[src/rtl/cs_gated_cmd_reg.sv]
module cs_gated_cmd_reg #(
  parameter int DW = 22,
  parameter int NW = 11
) (
  input  logic          clk,
  input  logic          rst_n,
  input  logic          cfg_dual,
  input  logic          cfg_hi,
  input  logic          cs_a_n,
  input  logic          cs_b_n,
  input  logic          ctl_odt,
  input  logic          ctl_cke,
  input  logic [DW-1:0] d_in,
  output logic [DW-1:0] q_a,
  output logic [NW-1:0] q_b,
  output logic          cs_q_a,
  output logic          cs_q_b,
  output logic          odt_q_a,
  output logic          odt_q_b,
  output logic          cke_q_a,
  output logic          cke_q_b
);
  localparam int PW = DW - NW;

  logic [DW-1:0] data_r;
  logic [NW-1:0] half_sel;
  logic [DW-1:0] capt;
  logic          freeze;
  logic          cs_r, odt_r, cke_r;

  assign freeze   = cs_a_n & cs_b_n;
  assign half_sel = cfg_hi ? d_in[DW-1 -: NW] : d_in[NW-1:0];
  assign capt     = cfg_dual ? {{PW{1'b0}}, half_sel} : d_in;

  always_ff @(posedge clk or negedge rst_n) begin
    if (!rst_n) begin
      data_r <= '0;
      cs_r   <= 1'b0;
      odt_r  <= 1'b0;
      cke_r  <= 1'b0;
    end else begin
      if (!freeze) data_r <= capt;
      cs_r  <= cs_a_n;
      odt_r <= ctl_odt;
      cke_r <= ctl_cke;
    end
  end

  assign q_a     = data_r;
  assign cs_q_a  = cs_r;
  assign odt_q_a = odt_r;
  assign cke_q_a = cke_r;

  assign q_b     = cfg_dual ? data_r[NW-1:0] : '0;
  assign cs_q_b  = cfg_dual & cs_r;
  assign odt_q_b = cfg_dual & odt_r;
  assign cke_q_b = cfg_dual & cke_r;
endmodule

[config.mk]
export PLATFORM = sky130hd
export DESIGN_NAME = cs_gated_cmd_reg
export DESIGN_NICKNAME = d
export VERILOG_FILES = /design/src/rtl/cs_gated_cmd_reg.sv
export SDC_FILE = /design/constraint.sdc
export NUM_CORES = 1
export LEC_CHECK = 0
export ABC_AREA = 1
export BUFFER_PORTS_ARGS = -buffer_cell sky130_fd_sc_hd__buf_2
export CORE_MARGIN = 8
export CORE_UTILIZATION = 44
export CTS_CLUSTER_DIAMETER = 120
export DETAILED_ROUTE_END_ITERATION = 8
export GPL_TIMING_DRIVEN = 0
export PLACE_DENSITY = 0.77
export SETUP_SLACK_MARGIN = 0.2
export SYNTH_ARGS = -nofsm -noshare
export SYNTH_HDL_FRONTEND = slang
export SYNTH_SLANG_ARGS = --single-unit
[constraint.sdc]
create_clock -name clk -period 0.95 [get_ports clk]
set_input_delay 0.285 -clock clk [delete_from_list [all_inputs] [get_ports clk]]
set_output_delay 0.285 -clock clk [all_outputs]
set_load 0.03 [all_outputs]
## Word-level counts from Yosys, hierarchy flattened

Cells that the tools add are included.

| word-level totals | value |
|---|---|
| bits in writable memories | 0 |
| output and inout bits | 39 |
| latch bits | 0 |
| register bits after elaboration | 25 |
| ROM bits | 0 |
| bits of input ports | 30 |
| logic and storage cells | 11 |
| memories kept | 0 |

| operators by class | value |
|---|---|
| reduce and logical (&&, ||, !) cells | 0 |
| shifts and indexed selects | 0 |
| divide/modulo/power cells | 0 |
| multipliers | 0 |
| equality and inequality tests | 0 |
| muxes and demuxes | 3 |
| $lt $le $gt $ge | 0 |
| bitwise gates (word level) | 4 |
| $add $sub $neg | 0 |

Operator list:

| cell | count |
|---|---|
| 11-bit two-way mux | 2 |
| 22-bit two-way mux | 1 |
| 1-bit bitwise AND | 4 |

## Depth between registers and ports, before layout

Gate-level depths: netlist (run 1).

| depth | value |
|---|---|
| word-level depth | 2 |
| gate-level depth with buffers | 6 |
| depth with buffers taken out | 4 |

## Worst setup path after synthesis (run 1)

OpenSTA, ideal clock, no wires.

| timing path | value |
|---|---|
| path kind | in2out |
| start point | input port cfg_dual |
| end point | output port q_b[0] |
| path slack | -0.153 ns |
| arrival | 0.818 ns |
| buffers on the path | 2 |
| stages on the path | 4 |
| data required time | 0.665 ns |
| path through | buf_6 > buf_2 > nand2_1 > inv_1 |

| on the way | value |
|---|---|
| word-level cells in the longest chain between the ends | 1 |

Ends and longest elaborated chain:

| element | line | source |
|---|---|---|
| from (decl) | 7 | `input logic cfg_dual,` |
| 11-bit two-way mux | 54 | `assign q_b = cfg_dual ? data_r[NW-1:0] : '0;` |
| to (decl) | 15 | `output logic [NW-1:0] q_b,` |

Every way passes these cells.

## Worst setup path after layout (run 1)

| timing path | value |
|---|---|
| start point | register data_r[4] (netlist: q_a[4]) |
| end point | output port q_b[4] |

| on the way | value |
|---|---|
| word-level cells in the longest chain between the ends | 1 |

Ends and longest elaborated chain:

| element | line | source |
|---|---|---|
| from (decl) | 25 | `logic [DW-1:0] data_r;` |
| from (signal assigned) | 42 | `if (!freeze) data_r <= capt;` |
| 11-bit two-way mux | 54 |  |

Every way passes these cells.

==> results.json, run 1 <==
{
  "viasPerCell": 4.835,
  "whs_ps": -64.73,
  "numCtsBuffers": 3,
  "synth_cell_type_count": 8,
  "dr.first_iter.drc_count": 53,
  "rr_startpoint": "q_a[13]",
  "grt_remaining_overflow": 0,
  "finalHoldViolCount": 25,
  "routed_wirelength_mm": 4.168,
  "cts_root_buffer": "clkbuf_4",
  "fp-row-count": 19,
  "status": "finished, violations left",
  "synthCells": 177,
  "tightest_slew_ps": 568.9,
  "cts_tree": "yes",
  "cp-start-kind": "flip-flop",
  "ant_nets": 0,
  "placed_cells": 275,
  "vdd_drop_max_mv": 1.173,
  "drive_above_1_share_pct": 58.27,
  "grt_pass1_vias": 1487,
  "synth_nets": 207,
  "wl_per_cell_um": 14.62,
  "fin_skew_ps": 0,
  "synth_top_area_cell": "dfrtp_1",
  "synth_top_area_share_pct": 49.07,
  "die_w_um": 69.83,
  "start_util_pct": 46.23,
  "n_antenna_cell": 0,
  "fin_crit_sh_pct": 137.9,
  "clockPowerShare_pct": 17.3,
  "die-area_mm2": 0.004876,
  "period_minus_slack_ps": 1310,
  "synth_top_cells_by_count": "70 x nand2_1, 38 x inv_1, 33 x nand3_1",
  "relSlewSlack_pct": 62.07,
  "combPwrFrac_pct": 38.1,
  "portBuffers": 67,
  "worstPathMaxFanout": 3,
  "power.switching_mw": 1.042,
  "synth.area.top_cells": "dfrtp_1 49%, nand2_1 21%, nand3_1 13%",
  "dr.pass1.iters": 4,
  "final_area_mm2": 0.002173,
  "synth.most_common_cell": "nand2_1",
  "clk_latency_ps": 320,
  "fp.coreArea_mm2": 0.002758,
  "power_density_mw_per_mm2": 1313,
  "layout.nets": 285,
  "r2r_end": "q_a[13]",
  "cp_data_arrival_time_ps": 1030,
  "path_class": "flip-flop to output pin",
  "drc_errors": 0,
  "netlist_area_mm2": 0.001275,
  "reg2reg_setup_slack_ps": 110,
  "hpwlAfterDp_mm": 2.821,
  "fmax_mhz": 763.2,
  "grtUsageTotal_pct": 16.51,
  "reg2reg_depth": 4,
  "critPathCaptureType": "output pin",
  "vias": 1378,
  "synthArstFlopShare_pct": 100.0,
  "final_util_pct": 78.81,
  "io_pins": 69,
  "area_delta_synth_final_pct": 70.46,
  "p_leak_nw": 1.240,
  "worstHoldPathType": "primary input to asynchronous set/reset pin",
  "grt_max_degree": 26,
  "cts.sinks": 25,
  "yosysWarnings": 0,
  "violations": "negative hold slack, negative setup slack",
  "drv_cap": 0,
  "drv_slew": 0,
  "syn_area_per_cell_um2": 7.203,
  "required_ps": 660,
  "ys_ff_latch": 25,
  "die_y_um": 69.83,
  "pwr-share-seq_pct": 44.6,
  "p_int_mw": 1.812,
  "setup_viol": 39,
  "sw_frac_of_total_pct": 36.52,
  "synth-edff-count": 0,
  "place.gp.congestion": 0.7848,
  "clk_pin_slew_ps": 140,
  "final.setup.worst_slack_ps": -360.3,
  "htreeDepth": 1,
  "cts_buffer_depth": 2,
  "fin_setup_tns_ps": -11110,
  "fin_cells": 285,
  "antenna_found_initial": 0,
  "synthFlopType": "dfrtp_1",
  "yosysSeqAreaShare_pct": 49.07,
  "grt_pass1_wl_mm": 6.837,
  "rsz0062_at_grt": "true",
  "detailed_place.area_mm2": 0.001821
}
==> layout by cell type, fill, tap and decap left out <==
cell      count
buf_6        49
nand2_1      49
nand3_1      33
buf_2        31
dfrtp_2      25
inv_1        23
nand2_2      17
inv_4        11
nand2_4       5
inv_6         3
clkbuf_4      3
buf_12        2
inv_2         1
buf_4         1
clkbuf_1      1
==> routing by layer <==
metal	vias to the layer above	global-route usage, %	share of wire [%]
li1	677	-	-
met1	651	18.55	42
met2	46	28.22	50
met3	4	6.009	6.6
met4	0	5.134	0.74
met5	-	0	0
==> critical path, stage by stage (launching register included) <==
cell	delay (ps)
dfrtp_2	460
nand2_2	80
inv_4	30
buf_6	120
==> sequential cells by signal, indices dropped and copies added (netlist names) <==
name / flops
cke_q_a: 1
cs_q_a: 1
odt_q_a: 1
q_a: 22
==> what timing repair did <==
action,4_1_cts,5_1_grt
setup buffers,5,1
pin swaps,14,3
endpoints found under the hold margin,25,25
cloned,0,0
gates resized for setup,76,15
setup endpoints to repair,39,44
==> power groups by stage <==
stage          logic [mW]  clock network [mW]  registers [mW]
2_1_floorplan       0.394                   0            1.45
3_3_place_gp        0.850                   0            1.26
3_5_place_dp        0.860                   0            1.26
4_1_cts              1.05               0.495            1.26
5_1_grt              1.16               0.540            1.29
6_report             1.09               0.495            1.27
==> through the flow <==
stage	power, mW	setup slack [ps]
after detailed placement	2.124	-178.7
after global placement	2.113	-174.4
after CTS	2.811	-354.4
after floorplan	1.844	-9.918
after global routing	2.987	-410.0
final	2.854	-360.3
==> layout make-up <==
type                    instances  area [um2]
flip-flops and latches         25       656.9
repair buffers                 73       646.9
fillers                       203       584.3
multi-input cells             104       511.7
inverters                      38       185.2
plain buffers                  10       107.6
well taps                      31       38.79
clock buffers                   4       26.28
==> how the worst max path moves through the flow <==
stage	startpoint	end
6_report	q_a[4]	q_b[4]
3_3_place_gp	cfg_dual	q_b[10]
5_1_grt	q_a[5]	q_b[5]
3_5_place_dp	cfg_dual	q_b[7]
2_1_floorplan	cfg_dual	q_b[10]
4_1_cts	q_a[8]	q_b[8]
==> cell families after synthesis <==
group                  synth area share [%]
flip-flops                            49.07
buffers and inverters                 16.88
AND/OR/NAND/NOR                       34.05
Power figures use the tool's default switching activity.
==> run 2, diff against run 1 <==
--- a/config.mk
+++ b/config.mk
@@ -12,6 +12,7 @@
 export CTS_CLUSTER_DIAMETER = 120
 export DETAILED_ROUTE_END_ITERATION = 8
 export GPL_TIMING_DRIVEN = 0
+export MAX_ROUTING_LAYER = met4
 export PLACE_DENSITY = 0.77
 export SETUP_SLACK_MARGIN = 0.2
 export SYNTH_ARGS = -nofsm -noshare
==> results.json, run 2 (same netlist as run 1, synthesis figures left out) <==
{
  "status": "finished, violations left",
  "violations": "negative hold slack, negative setup slack",
  "start_util_pct": 46.23,
  "ant_nets": 0,
  "clk_latency_ps": 320,
  "vdd_drop_max_mv": 1.166,
  "die_y_um": 69.83,
  "layout_common_cells": "49 x buf_6, 49 x nand2_1, 33 x nand3_1, 31 x buf_2, 25 x dfrtp_2",
  "fp.coreArea_mm2": 0.002758,
  "rr_startpoint": "q_a[13]",
  "die-area_mm2": 0.004876,
  "cp-start-kind": "flip-flop",
  "use_met2_pct": 28.12,
  "path_class": "flip-flop to output pin",
  "dr.pass1.iters": 4,
  "routed_wirelength_mm": 4.177,
  "drv_slew": 0,
  "portBuffers": 67,
  "layout.nets": 285,
  "viasPerCell": 4.898,
  "grt_pass1_vias": 1484,
  "setup_viol": 39,
  "fp-row-count": 19,
  "tightest_slew_ps": 562.9,
  "finalHoldViolCount": 25,
  "cp_data_arrival_time_ps": 1030,
  "worstPathMaxFanout": 3,
  "worstHoldPathType": "primary input to asynchronous set/reset pin",
  "required_ps": 660,
  "critPathCaptureType": "output pin",
  "drive_above_1_share_pct": 58.27,
  "final.setup.worst_slack_ps": -368.0,
  "place_ws_ps": -178.7,
  "fin_crit_sh_pct": 138.7,
  "clk_pin_slew_ps": 150,
  "grtUsageTotal_pct": 16.96,
  "largest_reg_flops": 22,
  "use_met1_pct": 19.32,
  "drv_cap": 0,
  "wl_per_cell_um": 14.66,
  "rsz0062_at_grt": "true",
  "startpoint": "q_a[4]",
  "numCtsBuffers": 3,
  "drc_errors": 0,
  "dr.first_iter.drc_count": 49,
  "period_minus_slack_ps": 1318,
  "antenna_found_initial": 0,
  "cts_tree": "yes",
  "vias": 1396,
  "n_antenna_cell": 0,
  "cts_buffer_depth": 2,
  "fmax_mhz": 758.7,
  "p_leak_nw": 1.240,
  "die_w_um": 69.83,
  "grt_pass1_wl_mm": 6.831,
  "cts_root_buffer": "clkbuf_4",
  "whs_ps": -75.79,
  "grt_busiest_layer": "met2",
  "gr-usage-met3_pct": 4.864,
  "grt_max_degree": 26,
  "relSlewSlack_pct": 62.47,
  "place.gp.congestion": 0.7958,
  "htreeDepth": 1,
  "io_pins": 69,
  "power_density_mw_per_mm2": 1316,
  "cts.sinks": 25,
  "grt_remaining_overflow": 0,
  "area_delta_synth_final_pct": 70.46,
  "fin_skew_ps": 0,
  "hpwlAfterDp_mm": 2.821
}
## run 2: cell counts in the layout (fill, tap and decap cells not counted)
Identical to the previous run, type by type.
## run 2: power breakdown
| part | leakage (nW) | internal, mW | switching, mW |
|---|---|---|---|
| clock | 0.0150 | 0.165 | 0.336 |
| sequential | 0.278 | 1.17 | 0.101 |
| combinational | 0.947 | 0.476 | 0.611 |
| total | 1.24 | 1.81 | 1.05 |
## run 2: layout make-up
class                   count  area [um2]
plain buffers              10       107.6
fillers                   203       584.3
clock buffers               4       26.28
inverters                  38       185.2
well taps                  31       38.79
repair buffers             73       646.9
multi-input cells         104       511.7
flip-flops and latches     25       656.9
## run 2: stage by stage
step | cells | power [mW] | TNS [ps] | utilization, % | cell area [um2]
after global routing | 285 | 2.982 | -12290 | 78.81 | 2173
after global placement | 275 | 2.113 | -2387 | 66.02 | 1821
after floorplan | 177 | 1.844 | -83.44 | - | 1446
after CTS | 284 | 2.811 | -11000 | 76.95 | 2122
final | 285 | 2.860 | -11240 | 78.81 | 2173
after detailed placement | 275 | 2.124 | -2581 | 66.02 | 1821
## run 2: repair_timing
action | CTS | global route
endpoints found under the setup margin | 39 | 44
endpoints found under the hold margin | 25 | 25
gates cloned | 0 | 0
gates resized for setup | 76 | 15
pin swaps | 14 | 3
buffers inserted | 5 | 1
## run 2: worst paths after layout
path / depth (start not counted) / slack [ps] / to
hold reg to reg: 2 / 520 / q_a[18]
min in group clk: 1 / 50 / odt_q_a
hold / removal: 1 / -80 / q_a[13]
setup / recovery: 3 / -370 / q_b[4]
max in group asynchronous: 1 / 620 / q_a[0]
setup reg to reg: 4 / 110 / q_a[13]
## run 2: metal layers
| metal | share of wire, % | up-vias |
|---|---|---|
| li1 | - | 679 |
| met1 | 42 | 652 |
| met2 | 50 | 61 |
| met3 | 6.8 | 4 |
| met4 | 0.74 | 0 |
| met5 | 0 | - |
## run 2: critical path, stage by stage, from the launching register on
cell and delay, ps:
dfrtp_2 460, nand2_2 80, inv_4 30, buf_6 120
==> run 3, diff against run 2 <==
--- a/config.mk
+++ b/config.mk
@@ -13,7 +13,7 @@
 export DETAILED_ROUTE_END_ITERATION = 8
 export GPL_TIMING_DRIVEN = 0
 export MAX_ROUTING_LAYER = met4
-export PLACE_DENSITY = 0.77
+export PLACE_DENSITY = 0.87
 export SETUP_SLACK_MARGIN = 0.2
 export SYNTH_ARGS = -nofsm -noshare
 export SYNTH_HDL_FRONTEND = slang
==> results.json, run 3 (same netlist as run 1, synthesis figures left out) <==
{
  "antenna_found_initial": 0,
  "wl_per_cell_um": 13.44,
  "cp_data_arrival_time_ps": 1020,
  "drv_slew": 0,
  "path_delay_family": "flip-flops",
  "violations": "negative hold slack, negative setup slack",
  "cp-start-kind": "flip-flop",
  "vias": 1343,
  "io_pins": 69,
  "ant_nets": 0,
  "area_delta_synth_final_pct": 72.42,
  "worstHoldPathType": "primary input to asynchronous set/reset pin",
  "fin_skew_ps": 0,
  "multi_input_area_um2": 514.2,
  "final_util_pct": 79.72,
  "htreeDepth": 1,
  "drive_above_1_share_pct": 59.14,
  "clk_latency_ps": 310,
  "reg2reg_setup_slack_ps": 0,
  "fp-row-count": 19,
  "power_density_mw_per_mm2": 1292,
  "numCtsBuffers": 3,
  "whs_ps": -60.92,
  "viasPerCell": 4.663,
  "die_y_um": 69.83,
  "worstPathMaxFanout": 3,
  "clk_pin_slew_ps": 130,
  "ff_latch_area_um2": 656.9,
  "routed_wirelength_mm": 3.870,
  "cts_tree": "yes",
  "fin_cells": 288,
  "period_minus_slack_ps": 1302,
  "dr.first_iter.drc_count": 62,
  "placed_cells": 275,
  "critPathCaptureType": "output pin",
  "status": "finished, violations left",
  "portBuffers": 67,
  "cp_num_buf_inv": 2,
  "grtUsageTotal_pct": 16.49,
  "vdd_drop_max_mv": 1.163,
  "die_w_um": 69.83,
  "drv_cap": 0,
  "dr.pass1.iters": 4,
  "grt_remaining_overflow": 0,
  "n_antenna_cell": 0,
  "grt_pass1_vias": 1421,
  "tightest_slew_ps": 547.0,
  "layout_common_cells": "49 x buf_6, 48 x nand2_1, 33 x nand3_1, 31 x buf_2, 25 x dfrtp_2",
  "cts_buffer_depth": 2,
  "layout.nets": 288,
  "cts_root_buffer": "clkbuf_4",
  "fmax_mhz": 768.1,
  "place_ws_ps": -182.7,
  "cts.sinks": 25,
  "grt_pass1_wl_mm": 6.527,
  "critical_path.cell_chain": "nand2_4 -> inv_6 -> buf_6",
  "start_util_pct": 46.23,
  "relSlewSlack_pct": 63.54,
  "fin_setup_tns_ps": -10490,
  "fin_crit_sh_pct": 137.1,
  "mostFrequentLayoutCell": "buf_6",
  "hpwlAfterDp_mm": 2.774,
  "slowest_stage": "dfrtp_2",
  "final.setup.worst_slack_ps": -352.0,
  "drc_errors": 0,
  "rsz0062_at_grt": "true",
  "largest_reg_flops": 22,
  "grt_max_degree": 26,
  "setup_viol": 40,
  "reg2reg_depth": 4,
  "r2r_end": "q_a[1]",
  "finalHoldViolCount": 25,
  "n_fill_cell": 202,
  "p_leak_nw": 1.256,
  "fp.coreArea_mm2": 0.002758,
  "required_ps": 660,
  "total_power_mw": 2.840,
  "die-area_mm2": 0.004876,
  "path_class": "flip-flop to output pin",
  "max_stage_delay_ps": 460,
  "rr_startpoint": "q_a[1]",
  "place.gp.congestion": 0.8242
}
run 3: repair_timing:
item                       4_1_cts  5_1_grt
setup endpoints to repair       39       47
hold endpoints to repair        25       25
buffers inserted                 8        1
resized for setup               73       19
pin swaps                       14        5
run 3: area by class of cell:
type,instances,share of cell area (%)
buffer,10,4.895
sequential,25,29.88
tap,31,1.764
multi-input combinational,104,23.39
inverter,38,8.423
timing repair buffer,76,30.45
clock buffer,4,1.195
run 3: routing by layer:
metal | wire, um | GRT usage [%] | vias to the layer above
li1 | - | - | 683
met1 | 1632 | 18.67 | 613
met2 | 1980 | 28.32 | 43
met3 | 224 | 4.149 | 4
met4 | 33 | 4.018 | 0
met5 | 0 | - | -
run 3: power by group:
group	internal, mW	switching (mW)	total, mW
logic	0.492	0.610	1.10
registers	1.17	0.0993	1.27
clock network	0.164	0.304	0.468
total	1.83	1.01	2.84
run 3: worst max-delay path by stage:
| stage | from | to | slack, ps | depth (start not counted) |
|---|---|---|---|---|
| global route | q_a[1] | q_b[1] | -390 | 3 |
| CTS | q_a[8] | q_b[8] | -340 | 3 |
| finish | q_a[1] | q_b[1] | -350 | 3 |
| floorplan | cfg_dual | q_b[10] | -10 | 4 |
| global placement | cfg_dual | q_b[7] | -170 | 5 |
| detailed placement | cfg_dual | q_b[10] | -180 | 5 |
run 3: stage by stage:
step / hold slack, ps / cell area [um2]
global placement: 301.9 / 1821
detailed placement: 307.9 / 1821
floorplan: -10.59 / 1446
finish: -60.92 / 2198
global route: -18.96 / 2198
CTS: -44.59 / 2133
